## config.mk

```make
export PLATFORM = sky130hd
export DESIGN_NAME = burst_col_gen
export DESIGN_NICKNAME = d
export VERILOG_FILES = /design/src/rtl/burst_col_pkg.sv /design/src/rtl/bcg_mode_reg.sv /design/src/rtl/bcg_seq.sv /design/src/rtl/bcg_col_map.sv /design/src/rtl/burst_col_gen.sv
export SDC_FILE = /design/constraint.sdc
export NUM_CORES = 1
export LEC_CHECK = 0
export ABC_AREA = 1
export BUFFER_PORTS_ARGS = -buffer_cell sky130_fd_sc_hd__buf_4
export CORE_MARGIN = 4
export CORE_UTILIZATION = 35
export DETAILED_ROUTE_END_ITERATION = 7
export REMOVE_ABC_BUFFERS = 1
export SETUP_SLACK_MARGIN = 0.2
export SLEW_MARGIN = 20
export SYNTH_ARGS = -nofsm -noshare
export SYNTH_HDL_FRONTEND = slang
export SYNTH_SLANG_ARGS = --single-unit
```

## constraint.sdc

```tcl
create_clock -name clk -period 3 [get_ports clk]
set_clock_uncertainty 0.2 [all_clocks]
set_input_delay 0.6 -clock clk [delete_from_list [all_inputs] [get_ports clk]]
set_output_delay 0.6 -clock clk [all_outputs]
set_load 0.01 [all_outputs]
```

## src/rtl/burst_col_pkg.sv

```systemverilog
package burst_col_pkg;

    typedef enum logic [1:0] {
        ST_IDLE = 2'd0,
        ST_RUN  = 2'd1,
        ST_STOP = 2'd2
    } bcg_state_t;

    // Bit positions inside the mode word
    localparam int MW_LEN_LSB  = 0;
    localparam int MW_LEN_W    = 3;
    localparam int MW_ILV_BIT  = 3;
    localparam int MW_LAT_LSB  = 4;
    localparam int MW_WSGL_BIT = 9;

    localparam logic [MW_LEN_W-1:0] LEN_PAGE = 3'd7;

endpackage

```

## src/rtl/bcg_mode_reg.sv

```systemverilog
module bcg_mode_reg
    import burst_col_pkg::*;
#(
    parameter int MODE_W = 12,
    parameter int LAT_W  = 3
) (
    input  logic                clk,
    input  logic                rst_n,
    input  logic                ld,
    input  logic [MODE_W-1:0]   word,
    output logic [MW_LEN_W-1:0] len_code,
    output logic                ilv,
    output logic [LAT_W-1:0]    lat,
    output logic                wr_single
);

    logic [MW_LEN_W-1:0] raw_len;
    logic [MW_LEN_W-1:0] len_d;

    assign raw_len = word[MW_LEN_LSB +: MW_LEN_W];

    // Reserved length codes collapse to a single beat
    always_comb begin
        if (raw_len <= 3'd3 || raw_len == LEN_PAGE) len_d = raw_len;
        else                                         len_d = '0;
    end

    always_ff @(posedge clk or negedge rst_n) begin
        if (!rst_n) begin
            len_code  <= '0;
            ilv       <= 1'b0;
            lat       <= '0;
            wr_single <= 1'b0;
        end else if (ld) begin
            len_code  <= len_d;
            ilv       <= word[MW_ILV_BIT];
            lat       <= word[MW_LAT_LSB +: LAT_W];
            wr_single <= word[MW_WSGL_BIT];
        end
    end

endmodule

```

## src/rtl/bcg_seq.sv

```systemverilog
module bcg_seq
    import burst_col_pkg::*;
#(
    parameter int COL_W = 9
) (
    input  logic                clk,
    input  logic                rst_n,
    input  logic                start,
    input  logic [COL_W-1:0]    start_col,
    input  logic                start_wr,
    input  logic                term,
    input  logic [MW_LEN_W-1:0] len_code,
    input  logic                ilv_in,
    input  logic                wr_single,
    output logic [COL_W-1:0]    base,
    output logic [COL_W-1:0]    beat,
    output logic [COL_W-1:0]    mask,
    output logic                full,
    output logic                ilv,
    output logic                vld,
    output logic                last
);

    bcg_state_t       state_q, state_d;
    logic [COL_W-1:0] mask_d;
    logic             full_d;
    logic             one_beat;
    logic             final_beat;

    assign one_beat = wr_single && start_wr;

    always_comb begin
        unique case (len_code)
            3'd1:    mask_d = COL_W'(1);
            3'd2:    mask_d = COL_W'(3);
            3'd3:    mask_d = COL_W'(7);
            default: mask_d = '0;
        endcase
        if (one_beat) mask_d = '0;
        full_d = (len_code == LEN_PAGE) && !one_beat;
    end

    assign final_beat = !full && (beat == mask);

    always_comb begin
        state_d = state_q;
        unique case (state_q)
            ST_IDLE: if (start) state_d = ST_RUN;
            ST_RUN: begin
                if (start)           state_d = ST_RUN;
                else if (final_beat) state_d = ST_IDLE;
                else if (term)       state_d = ST_STOP;
                else                 state_d = ST_RUN;
            end
            ST_STOP: state_d = start ? ST_RUN : ST_IDLE;
            default: state_d = ST_IDLE;
        endcase
    end

    always_ff @(posedge clk or negedge rst_n) begin
        if (!rst_n) begin
            state_q <= ST_IDLE;
            beat    <= '0;
            base    <= '0;
            mask    <= '0;
            full    <= 1'b0;
            ilv     <= 1'b0;
        end else begin
            state_q <= state_d;
            if (start) begin
                beat <= '0;
                base <= start_col;
                mask <= mask_d;
                full <= full_d;
                ilv  <= ilv_in;
            end else if (state_d != ST_IDLE) begin
                beat <= beat + 1'b1;
            end
        end
    end

    always_comb begin
        vld  = (state_q != ST_IDLE);
        last = (state_q == ST_STOP) || (state_q == ST_RUN && final_beat);
    end


    beat_bound_chk: assert property (@(posedge clk) disable iff (!rst_n)
        (state_q == ST_RUN && !full) |-> (beat <= mask));


    stop_leaves_chk: assert property (@(posedge clk) disable iff (!rst_n)
        (state_q == ST_STOP && !start) |=> (state_q == ST_IDLE));

endmodule

```

## src/rtl/bcg_col_map.sv

```systemverilog
module bcg_col_map #(
    parameter int COL_W = 9
) (
    input  logic [COL_W-1:0] base,
    input  logic [COL_W-1:0] beat,
    input  logic [COL_W-1:0] mask,
    input  logic             full,
    input  logic             ilv,
    output logic [COL_W-1:0] col
);

    logic [COL_W-1:0] low_seq;
    logic [COL_W-1:0] low_ilv;

    always_comb begin
        low_seq = (base + beat) & mask;
        low_ilv = (base ^ beat) & mask;
        if (full)     col = base + beat;
        else if (ilv) col = (base & ~mask) | low_ilv;
        else          col = (base & ~mask) | low_seq;
    end

endmodule

```

## src/rtl/burst_col_gen.sv

```systemverilog
module burst_col_gen
    import burst_col_pkg::*;
#(
    parameter int COL_W  = 9,
    parameter int MODE_W = 12,
    parameter int LAT_W  = 3
) (
    input  logic              clk,
    input  logic              rst_n,
    input  logic              mode_ld,
    input  logic [MODE_W-1:0] mode_word,
    input  logic              start,
    input  logic [COL_W-1:0]  start_col,
    input  logic              start_wr,
    input  logic              term,
    output logic [COL_W-1:0]  col_out,
    output logic              col_vld,
    output logic              col_last,
    output logic [LAT_W-1:0]  cas_lat
);

    logic [MW_LEN_W-1:0] len_code;
    logic                mode_ilv;
    logic                wr_single;
    logic [COL_W-1:0]    base, beat, mask;
    logic                full, ilv;

    bcg_mode_reg #(.MODE_W(MODE_W), .LAT_W(LAT_W)) u_mode (
        .clk       (clk),
        .rst_n     (rst_n),
        .ld        (mode_ld),
        .word      (mode_word),
        .len_code  (len_code),
        .ilv       (mode_ilv),
        .lat       (cas_lat),
        .wr_single (wr_single)
    );

    bcg_seq #(.COL_W(COL_W)) u_seq (
        .clk       (clk),
        .rst_n     (rst_n),
        .start     (start),
        .start_col (start_col),
        .start_wr  (start_wr),
        .term      (term),
        .len_code  (len_code),
        .ilv_in    (mode_ilv),
        .wr_single (wr_single),
        .base      (base),
        .beat      (beat),
        .mask      (mask),
        .full      (full),
        .ilv       (ilv),
        .vld       (col_vld),
        .last      (col_last)
    );

    bcg_col_map #(.COL_W(COL_W)) u_map (
        .base (base),
        .beat (beat),
        .mask (mask),
        .full (full),
        .ilv  (ilv),
        .col  (col_out)
    );


    start_beat_chk: assert property (@(posedge clk) disable iff (!rst_n)
        start |=> (col_vld && col_out == $past(start_col)));


    last_has_vld_chk: assert property (@(posedge clk) disable iff (!rst_n)
        col_last |-> col_vld);


    idle_after_last_chk: assert property (@(posedge clk) disable iff (!rst_n)
        (col_last && !start) |=> !col_vld);


    term_final_chk: assert property (@(posedge clk) disable iff (!rst_n)
        (col_vld && !col_last && term && !start) |=> (col_vld && col_last));


    lat_hold_chk: assert property (@(posedge clk) disable iff (!rst_n)
        !mode_ld |=> $stable(cas_lat));

endmodule

```

==> flow_metrics.tcl, run 1 <==
set metrics [dict create \
    cts_tree "done" \
    powerDensity_nw_per_um2 484 \
    rr_worst_depth 8 \
    final_antenna_net_count 0 \
    ctsRootBufferMaster "clkbuf_8" \
    slew_violations 0 \
    instances_no_fill 388 \
    chipWidth_microns 85.4 \
    std_cell_rows 27 \
    timing.final.crit_share_pct 93.5 \
    totalWireLength_mm 4.82 \
    max_slew.worst_pin.slew_ps 436 \
    cap_viol_max_count 0 \
    grt_pass1_wl_mm 7.89 \
    fin_setup_tns_ps 0 \
    hold_viol_final 0 \
    slew_headroom_pct 70.9 \
    gp_congestion 0.855 \
    maxClockFrequency_mhz 357 \
    drc 0 \
    grt_max_degree 34 \
    ioPinCount 41 \
    synth_fa_ha_area_share_pct 6.33 \
    synth_top_family_by_area "simple AND/OR/NAND/NOR gates" \
    post_drt_wl_per_cell_microns 12.4 \
    finalWorstPathRequiredPeriod_ps 2800 \
    antenna_found_initial 0 \
    critical_path_class "flip-flop to primary output" \
    die_y_microns 85.4 \
    synth_cell_type_count 30 \
    leakage_nw 1.37 \
    htreeDepth 2 \
    crit-reg2reg-launch "u_seq.full" \
    layout_commonest_cell "nand2_1" \
    track_usage_pct 13.5 \
    initialDrtViolationCount 91 \
    portBuffers 36 \
    ir_drop_v 0.000280 \
    r2r_slack_ps 970 \
    worstReg2RegEnd "u_seq.beat[1]" \
    coreArea_sq_um 5640 \
    clkSlewWorstSetupHoldPaths_ps 70 \
    cts.sinks 33 \
    syn2layout_area_growth_pct 28.6 \
    grt-ovfl-total 0 \
    worstPathArrival_ps 2000 \
    dieArea_sq_um 7290 \
    final_cell_mix "69 x nand2_1, 47 x buf_4, 36 x inv_1, 28 x dfrtp_1, 19 x nand3_1" \
    synth_compound_area_share_pct 11.2 \
    min_path_type "input port to asynchronous set/reset pin" \
    synthMuxAreaShare_pct 2.69 \
    final_layout_size_suffix_gt1_share_pct 26.6 \
    post-place-cells 371 \
    dp_hpwl_mm 3.37 \
    synth_area_sq_um 2100 \
    clkLatencyLatePin_ps 290 \
    critPathMaxFanout 3 \
    fin_util_pct 47.8 \
    cts_buffers 5 \
    drt_first_pass_iters 4 \
    ys_ff_latch 33 \
    synth.yosys.seq_area_share_pct 39.4 \
    synth_xor_area_share_pct 4.60 \
    setup_viol_count_final 0 \
    final_nets 352 \
    rsz0062_at_grt "yes" \
    p_total_mw 1.30 \
    clockBufferDepth 2 \
    grt_pass1_vias 1806 \
    synth_warnings 0 \
    cp-end-kind "primary output" \
    avgViaCountPerCell 4.84 \
    cp.required_ps 2200 \
    num_vias 1877 \
    diodes 0 \
    status "finished clean" \
    fin_area_sq_um 2700 \
    syn_avg_cell_area_sq_um 7.76 \
    synthSimpleGateAreaFrac_pct 25.8 \
    synthCells 270 \
    initial_core_util_pct 37.1 \
    place_area_sq_um 2400 \
    worst_setup_path_start_kind "flip-flop" \
]
==> kinds of logic (layout without fill, tap and decap cells) <==
group                      count (synthesis)  after routing
buffers and inverters                     46             92
adders and majority gates                 10             10
and+or+nand+nor                          123            123
AOI/OAI and AO/OA                         42             42
DFF                                       33             33
muxes                                      5              5
xor gates and xnor gates                  11             11
==> final cells by class <==
| type | count | area, sq um |
|---|---|---|
| fill | 550 | 2950 |
| timing repair buffer | 47 | 353 |
| clock buffer | 7 | 86.3 |
| inverter | 37 | 139 |
| multi-input combinational | 191 | 1160 |
| clock inverter | 1 | 30.0 |
| sequential | 33 | 832 |
| tap | 72 | 90.1 |
==> through the flow <==
step                setup slack (ps)  hold slack (ps)
finish                           196             44.6
global route                    90.0             77.8
CTS                              181             67.8
detailed placement               208              275
global placement                 228              264
floorplan                        516              104
==> synth_stat cells, drive strengths merged <==
master	instances	area (sq um)
nor3	1	5.00
a31oi	3	18.8
or2	1	6.26
o21bai	1	7.51
nor2	17	66.3
a21oi	7	35.0
dfrtp	33	826
o21ai	21	105
xor2	5	43.8
nand2	71	272
inv	37	139
nor3b	1	12.5
clkbuf	6	42.5
a22oi	1	7.51
buf	3	27.5
ha	9	113
o22ai	6	37.5
nand3	21	110
fa	1	20.0
o32ai	1	8.76
mux2	5	56.3
nand4	11	68.8
a21o	2	15.0
xnor2	6	52.6
==> timing repair <==
action | CTS | global route
hold buffers | 0 | 0
endpoints found under the hold margin | 0 | 0
pin swaps | 1 | 7
gates resized for setup | 10 | 14
setup endpoints to repair | 7 | 6
setup buffers | 2 | 7
==> power breakdown <==
group,total [mW],switching [mW],internal (mW)
logic,0.355,0.191,0.164
registers,0.512,0.0297,0.482
clock network,0.437,0.166,0.271
total,1.30,0.386,0.917
==> metal layers <==
layer | GRT usage, % | part of all wire (%)
met2 | 22.7 | 47
met5 | 0 | 0
met4 | 5.18 | 1.8
met1 | 16.6 | 46
met3 | 3.20 | 5.6
==> sequential cells by signal (all words and copies together), names as in the netlist <==
signal	cells
u_mode.ilv	1
u_mode.lat	3
u_mode.len_code	3
u_mode.wr_single	1
u_seq.base	9
u_seq.beat	9
u_seq.full	1
u_seq.ilv	1
u_seq.mask	3
u_seq.state_q	2
==> worst max-delay path by stage <==
stage | start | end | cells after the start
2_1_floorplan | u_seq.beat[0] | col_out[8] | 10
3_3_place_gp | u_seq.beat[0] | col_out[8] | 11
3_5_place_dp | u_seq.beat[0] | col_out[8] | 11
4_1_cts | u_seq.base[0] | col_out[8] | 11
5_1_grt | u_seq.base[0] | col_out[2] | 9
6_report | u_seq.base[0] | col_out[2] | 9
==> critical path, stage by stage, from the launching register on <==
cell and delay [ps]:
dfrtp_1 400, ha_4 160, inv_2 40, fa_2 360, buf_4 160, xor2_2 140
o21ai_1 120, a21oi_1 70, a21oi_1 130, buf_4 140
(Power assumes the default switching activity.)
==> run 2: changes to the inputs <==
--- a/config.mk
+++ b/config.mk
@@ -10,6 +10,7 @@
 export CORE_MARGIN = 4
 export CORE_UTILIZATION = 35
 export DETAILED_ROUTE_END_ITERATION = 7
+export PLACE_DENSITY = 0.66
 export REMOVE_ABC_BUFFERS = 1
 export SETUP_SLACK_MARGIN = 0.2
 export SLEW_MARGIN = 20
==> flow_metrics.tcl, run 2 (synthesized netlist as in run 1, its figures left out) <==
set metrics [dict create \
    status "finished clean" \
    ir_drop_v 0.000294 \
    die_y_microns 85.4 \
    grt-ovfl-total 0 \
    fin_area_sq_um 2610 \
    initial_core_util_pct 37.1 \
    final_nets 350 \
    cp-end-kind "primary output" \
    final_antenna_net_count 0 \
    final_layout_size_suffix_gt1_share_pct 26.0 \
    antenna_found_initial 0 \
    dieArea_sq_um 7290 \
    totalWireLength_mm 4.61 \
    min_path_type "input port to asynchronous set/reset pin" \
    portBuffers 36 \
    chipWidth_microns 85.4 \
    slew_headroom_pct 69.5 \
    grt_pass1_vias 1748 \
    cts.sinks 33 \
    maxClockFrequency_mhz 356 \
    coreArea_sq_um 5640 \
    dp_hpwl_mm 3.21 \
    grt_max_degree 34 \
    leakage_nw 1.34 \
    fin_util_pct 46.3 \
    ctsRootBufferMaster "clkbuf_8" \
    track_usage_pct 13.2 \
    clockBufferDepth 2 \
    busiest_layer "met2" \
    powerDensity_nw_per_um2 441 \
    clkSlewWorstSetupHoldPaths_ps 60 \
    fillers 554 \
    num_vias 1879 \
    setup_viol_count_final 0 \
    gp_congestion 0.882 \
    htreeDepth 2 \
    setup_ws_ps 193 \
    rsz0062_at_grt "yes" \
    critical_path_class "flip-flop to primary output" \
    fin_setup_tns_ps 0 \
    drc 0 \
    std_cell_rows 27 \
    ioPinCount 41 \
    slew_violations 0 \
    grt_util_met3_pct 3.50 \
    grt_pass1_wl_mm 7.85 \
    initialDrtViolationCount 98 \
    cts_tree "done" \
    diodes 0 \
    post_drt_wl_per_cell_microns 12.0 \
    grt_use_met2_pct 21.7 \
    syn2layout_area_growth_pct 24.7 \
    place_area_sq_um 2390 \
    layout_commonest_cell "nand2_1" \
    drt_first_pass_iters 4 \
    clkLatencyLatePin_ps 280 \
    hold_viol_final 0 \
    cts_buffers 5 \
    avgViaCountPerCell 4.89 \
    top_regs "u_seq.base: 9 flops, u_seq.beat: 9 flops" \
    timing.final.crit_share_pct 93.6 \
    cp.required_ps 2200 \
    finalWorstPathRequiredPeriod_ps 2810 \
    max_slew.worst_pin.slew_ps 458 \
    critPathMaxFanout 3 \
    post-place-ws_ps 206 \
    final_cell_mix "69 x nand2_1, 45 x buf_4, 36 x inv_1, 27 x dfrtp_1, 19 x nand3_1" \
    use_met1_pct 16.4 \
    worstPathArrival_ps 2010 \
    cap_viol_max_count 0 \
    worst_setup_path_start_kind "flip-flop" \
]
## run 2: changes by cell type in the layout (fill, tap and decap cells not counted), sizes merged
| cell | previous run | this run |
|---|---|---|
| buf | 47 | 45 |
| clkbuf | 7 | 5 |
| bufinv | 1 | 0 |
| clkinv | 0 | 1 |
## run 2: where the power goes
part           switching, mW  internal, mW  total, mW
Sequential            0.0305         0.483      0.513
Combinational          0.180         0.153      0.332
Clock                  0.154         0.152      0.306
## run 2: area by class of cell
cell class | count | area, sq um | share of cell area, %
multi-input combinational | 191 | 1140 | 43.6
sequential | 33 | 833 | 31.9
timing repair buffer | 45 | 338 | 12.9
inverter | 37 | 139 | 5.32
tap | 72 | 90.1 | 3.45
clock buffer | 5 | 68.8 | 2.63
clock inverter | 1 | 5.00 | 0.192
## run 2: worst paths after layout
| check | startpoint | to | slack [ps] | depth (start not counted) |
|---|---|---|---|---|
| setup / recovery | u_seq.beat[0] | col_out[8] | 190 | 10 |
| hold / removal | rst_n | u_mode.lat[2] | 50 | 1 |
| setup reg to reg | u_seq.full | u_seq.beat[0] | 950 | 8 |
| hold reg to reg | u_mode.ilv | u_seq.ilv | 280 | 2 |
| max in group asynchronous | rst_n | u_seq.beat[4] | 2230 | 1 |
| min in group clk | u_mode.ilv | u_seq.ilv | 280 | 2 |
## run 2: repair_timing
action	CTS	global route
resized for setup	7	17
hold endpoints to repair	0	0
setup endpoints to repair	6	6
pin swaps	1	8
hold buffers	0	0
buffers inserted	2	6
## run 2: metrics by stage
stage / instances / hold slack, ps / total power [mW]
6_report: 384 / 54.4 / 1.15
5_1_grt: 384 / 82.4 / 1.23
4_1_cts: 378 / 68.0 / 1.15
3_5_place_dp: 370 / 273 / 0.819
3_3_place_gp: 370 / 264 / 0.815
2_1_floorplan: 261 / 104 / 0.695
## run 2: worst max-delay path, cell delays in order, from the launching register on
cell	delay, ps
dfrtp_1	350
ha_2	200
inv_2	50
fa_2	390
o21ai_2	170
nand4_1	130
nand3_1	110
nand2_1	50
nand2_1	60
o21ai_2	60
buf_4	150
## run 2: routing by layer
layer / share of wire (%) / wire length [microns]
met1: 47 / 2160
met2: 46 / 2140
met3: 5.3 / 243
met4: 1.4 / 65
met5: 0 / 0
==> run 3: changes to the inputs <==
--- a/config.mk
+++ b/config.mk
@@ -10,7 +10,7 @@
 export CORE_MARGIN = 4
 export CORE_UTILIZATION = 35
 export DETAILED_ROUTE_END_ITERATION = 7
-export PLACE_DENSITY = 0.66
+export PLACE_DENSITY = 0.68
 export REMOVE_ABC_BUFFERS = 1
 export SETUP_SLACK_MARGIN = 0.2
 export SLEW_MARGIN = 20
==> constraint.sdc (replaced) <==
create_clock -name clk -period 2.3 [get_ports clk]
set_clock_uncertainty 0.2 [all_clocks]
set_input_delay 0.46 -clock clk [delete_from_list [all_inputs] [get_ports clk]]
set_output_delay 0.46 -clock clk [all_outputs]
set_load 0.01 [all_outputs]
==> flow_metrics.tcl, run 3 (synthesized netlist as in run 1, its figures left out) <==
set metrics [dict create \
    cp_slowest_cell "fa_2" \
    cap_viol_max_count 0 \
    num_vias 2049 \
    slew_headroom_pct 70.9 \
    clkPwrFrac_pct 25.6 \
    initial_core_util_pct 37.1 \
    finalWorstPathRequiredPeriod_ps 2670 \
    hold_viol_final 0 \
    drt_first_pass_iters 4 \
    p_comb_share_pct 34.8 \
    slew_violations 0 \
    use_met1_pct 17.3 \
    grt-ovfl-total 0 \
    min_path_type "input port to flip-flop" \
    critPathMaxFanout 3 \
    path_buf_inv 2 \
    cts_buffers 5 \
    max_slew.worst_pin.slew_ps 436 \
    htreeDepth 2 \
    clkSlewWorstSetupHoldPaths_ps 70 \
    post_drt_wl_per_cell_microns 13.0 \
    status "complete, but fails checks" \
    rr_worst_depth 12 \
    die_y_microns 85.4 \
    cts.sinks 33 \
    final_cell_mix "68 x buf_4, 64 x nand2_1, 35 x inv_1, 33 x dfrtp_1, 17 x nand3_1" \
    worst_setup_path_start_kind "flip-flop" \
    layout_commonest_cell "buf_4" \
    worstReg2RegEnd "u_seq.beat[2]" \
    fin_area_sq_um 2960 \
    ir_drop_v 0.000416 \
    diodes 0 \
    switchingPower_uw 541 \
    chipWidth_microns 85.4 \
    r2r_slack_ps 330 \
    grt_pass1_vias 1958 \
    fin_setup_tns_ps -1990 \
    final_layout_size_suffix_gt1_share_pct 34.8 \
    timing.final.crit_share_pct 116 \
    max_stage_delay_ps 390 \
    totalWireLength_mm 5.40 \
    min_from "start_col[4]" \
    cts_tree "done" \
    worstPathArrival_ps 2010 \
    cpMostUsedCell "nand2_1" \
    power_frac_seq_pct 39.6 \
    grt_pass1_wl_mm 8.66 \
    critical_path_class "flip-flop to primary output" \
    drc 0 \
    path_cells "ha_2 -> inv_2 -> fa_2 -> o21ai_2 -> nand4_1 -> nand2_1 -> nand2_1 -> nand2_1 -> nand2_1 -> o21ai_1 -> buf_4" \
    std_cell_rows 27 \
    antenna_found_initial 0 \
    busiest_layer "met2" \
    cp.required_ps 1640 \
    cp-end-kind "primary output" \
    ctsRootBufferMaster "clkbuf_8" \
    avgViaCountPerCell 4.91 \
    place_area_sq_um 2530 \
    final_antenna_net_count 0 \
    clockBufferDepth 2 \
    grt_use_met2_pct 24.9 \
    ioPinCount 41 \
    swShare_pct 32.3 \
    syn2layout_area_growth_pct 41.3 \
    grt_util_met3_pct 4.27 \
    coreArea_sq_um 5640 \
    dp_hpwl_mm 3.54 \
    clkLatencyLatePin_ps 290 \
    track_usage_pct 14.5 \
    dieArea_sq_um 7290 \
    setup_ws_ps -365 \
    crit-reg2reg-launch "u_seq.beat[3]" \
    setup_viol_count_final 9 \
    portBuffers 36 \
    leakage_nw 1.53 \
    holdPathStages 3 \
    maxClockFrequency_mhz 375 \
    grt_max_degree 34 \
    top_regs "u_seq.base: 9 flops, u_seq.beat: 9 flops" \
    rsz0062_at_grt "yes" \
    gp_congestion 0.803 \
    crit_family "adder cells" \
    initialDrtViolationCount 79 \
    power.internal_mw 1.13 \
    violations "setup timing" \
    whs_endpoint "u_seq.base[4]" \
    p_total_mw 1.68 \
    powerDensity_nw_per_um2 566 \
    final_nets 381 \
]
[run 3: power groups by stage]
stage	Combinational (mW)	Sequential [mW]	Clock, mW
floorplan	0.233	0.673	0
global placement	0.430	0.667	0
detailed placement	0.437	0.670	0
CTS	0.516	0.664	0.436
global route	0.640	0.670	0.463
finish	0.582	0.664	0.429
[run 3: cell type report]
cell class / instances / area, sq um
Timing Repair Buffer: 76 / 599
Clock inverter: 1 / 7.51
Clock buffer: 7 / 76.3
Multi-Input combinational cell: 191 / 1220
Inverter: 37 / 139
Fill cell: 525 / 2680
Sequential cell: 33 / 826
Tap cell: 72 / 90.1
[run 3: routing by layer]
metal | vias up | wire (microns)
met5 | - | 0
met4 | 0 | 138
met3 | 13 | 275
met2 | 47 | 2690
met1 | 954 | 2300
li1 | 1035 | -
[run 3: worst max-delay path by stage]
stage / startpoint / endpoint / slack (ps) / depth (start not counted)
2_1_floorplan: u_seq.beat[0] / col_out[8] / -40 / 10
3_3_place_gp: u_seq.base[0] / col_out[8] / -150 / 11
3_5_place_dp: u_seq.base[0] / col_out[8] / -190 / 11
4_1_cts: u_seq.base[0] / col_out[8] / -360 / 11
5_1_grt: u_seq.base[0] / col_out[8] / -500 / 11
6_report: u_seq.base[0] / col_out[8] / -370 / 11
[run 3: per-stage QoR]
stage,hold WS (ps),instances,util [%],setup WS [ps]
6_report,171,417,52.5,-365
5_1_grt,183,417,52.5,-499
4_1_cts,172,407,50.2,-358
3_5_place_dp,232,388,44.8,-194
3_3_place_gp,232,388,44.8,-149
2_1_floorplan,-35.6,261,-,-43.9
[run 3: worst reg2reg max path, stage by stage, from the launching register on]
cell	delay (ps)
dfrtp_1	430
buf_4	150
buf_4	140
nor2_1	100
nand2_1	80
nor2_2	110
nand3_2	110
nand2_1	70
nand2_1	80
nand2_4	110
buf_4	140
nand4_1	80
nand2_1	90
[run 3: what timing repair did]
| item | CTS | global route |
|---|---|---|
| pin swaps | 19 | 14 |
| hold buffers | 1 | 0 |
| setup endpoints to repair | 9 | 18 |
| resized for setup | 32 | 13 |
| setup buffers | 10 | 10 |
| hold endpoints to repair | 33 | 0 |
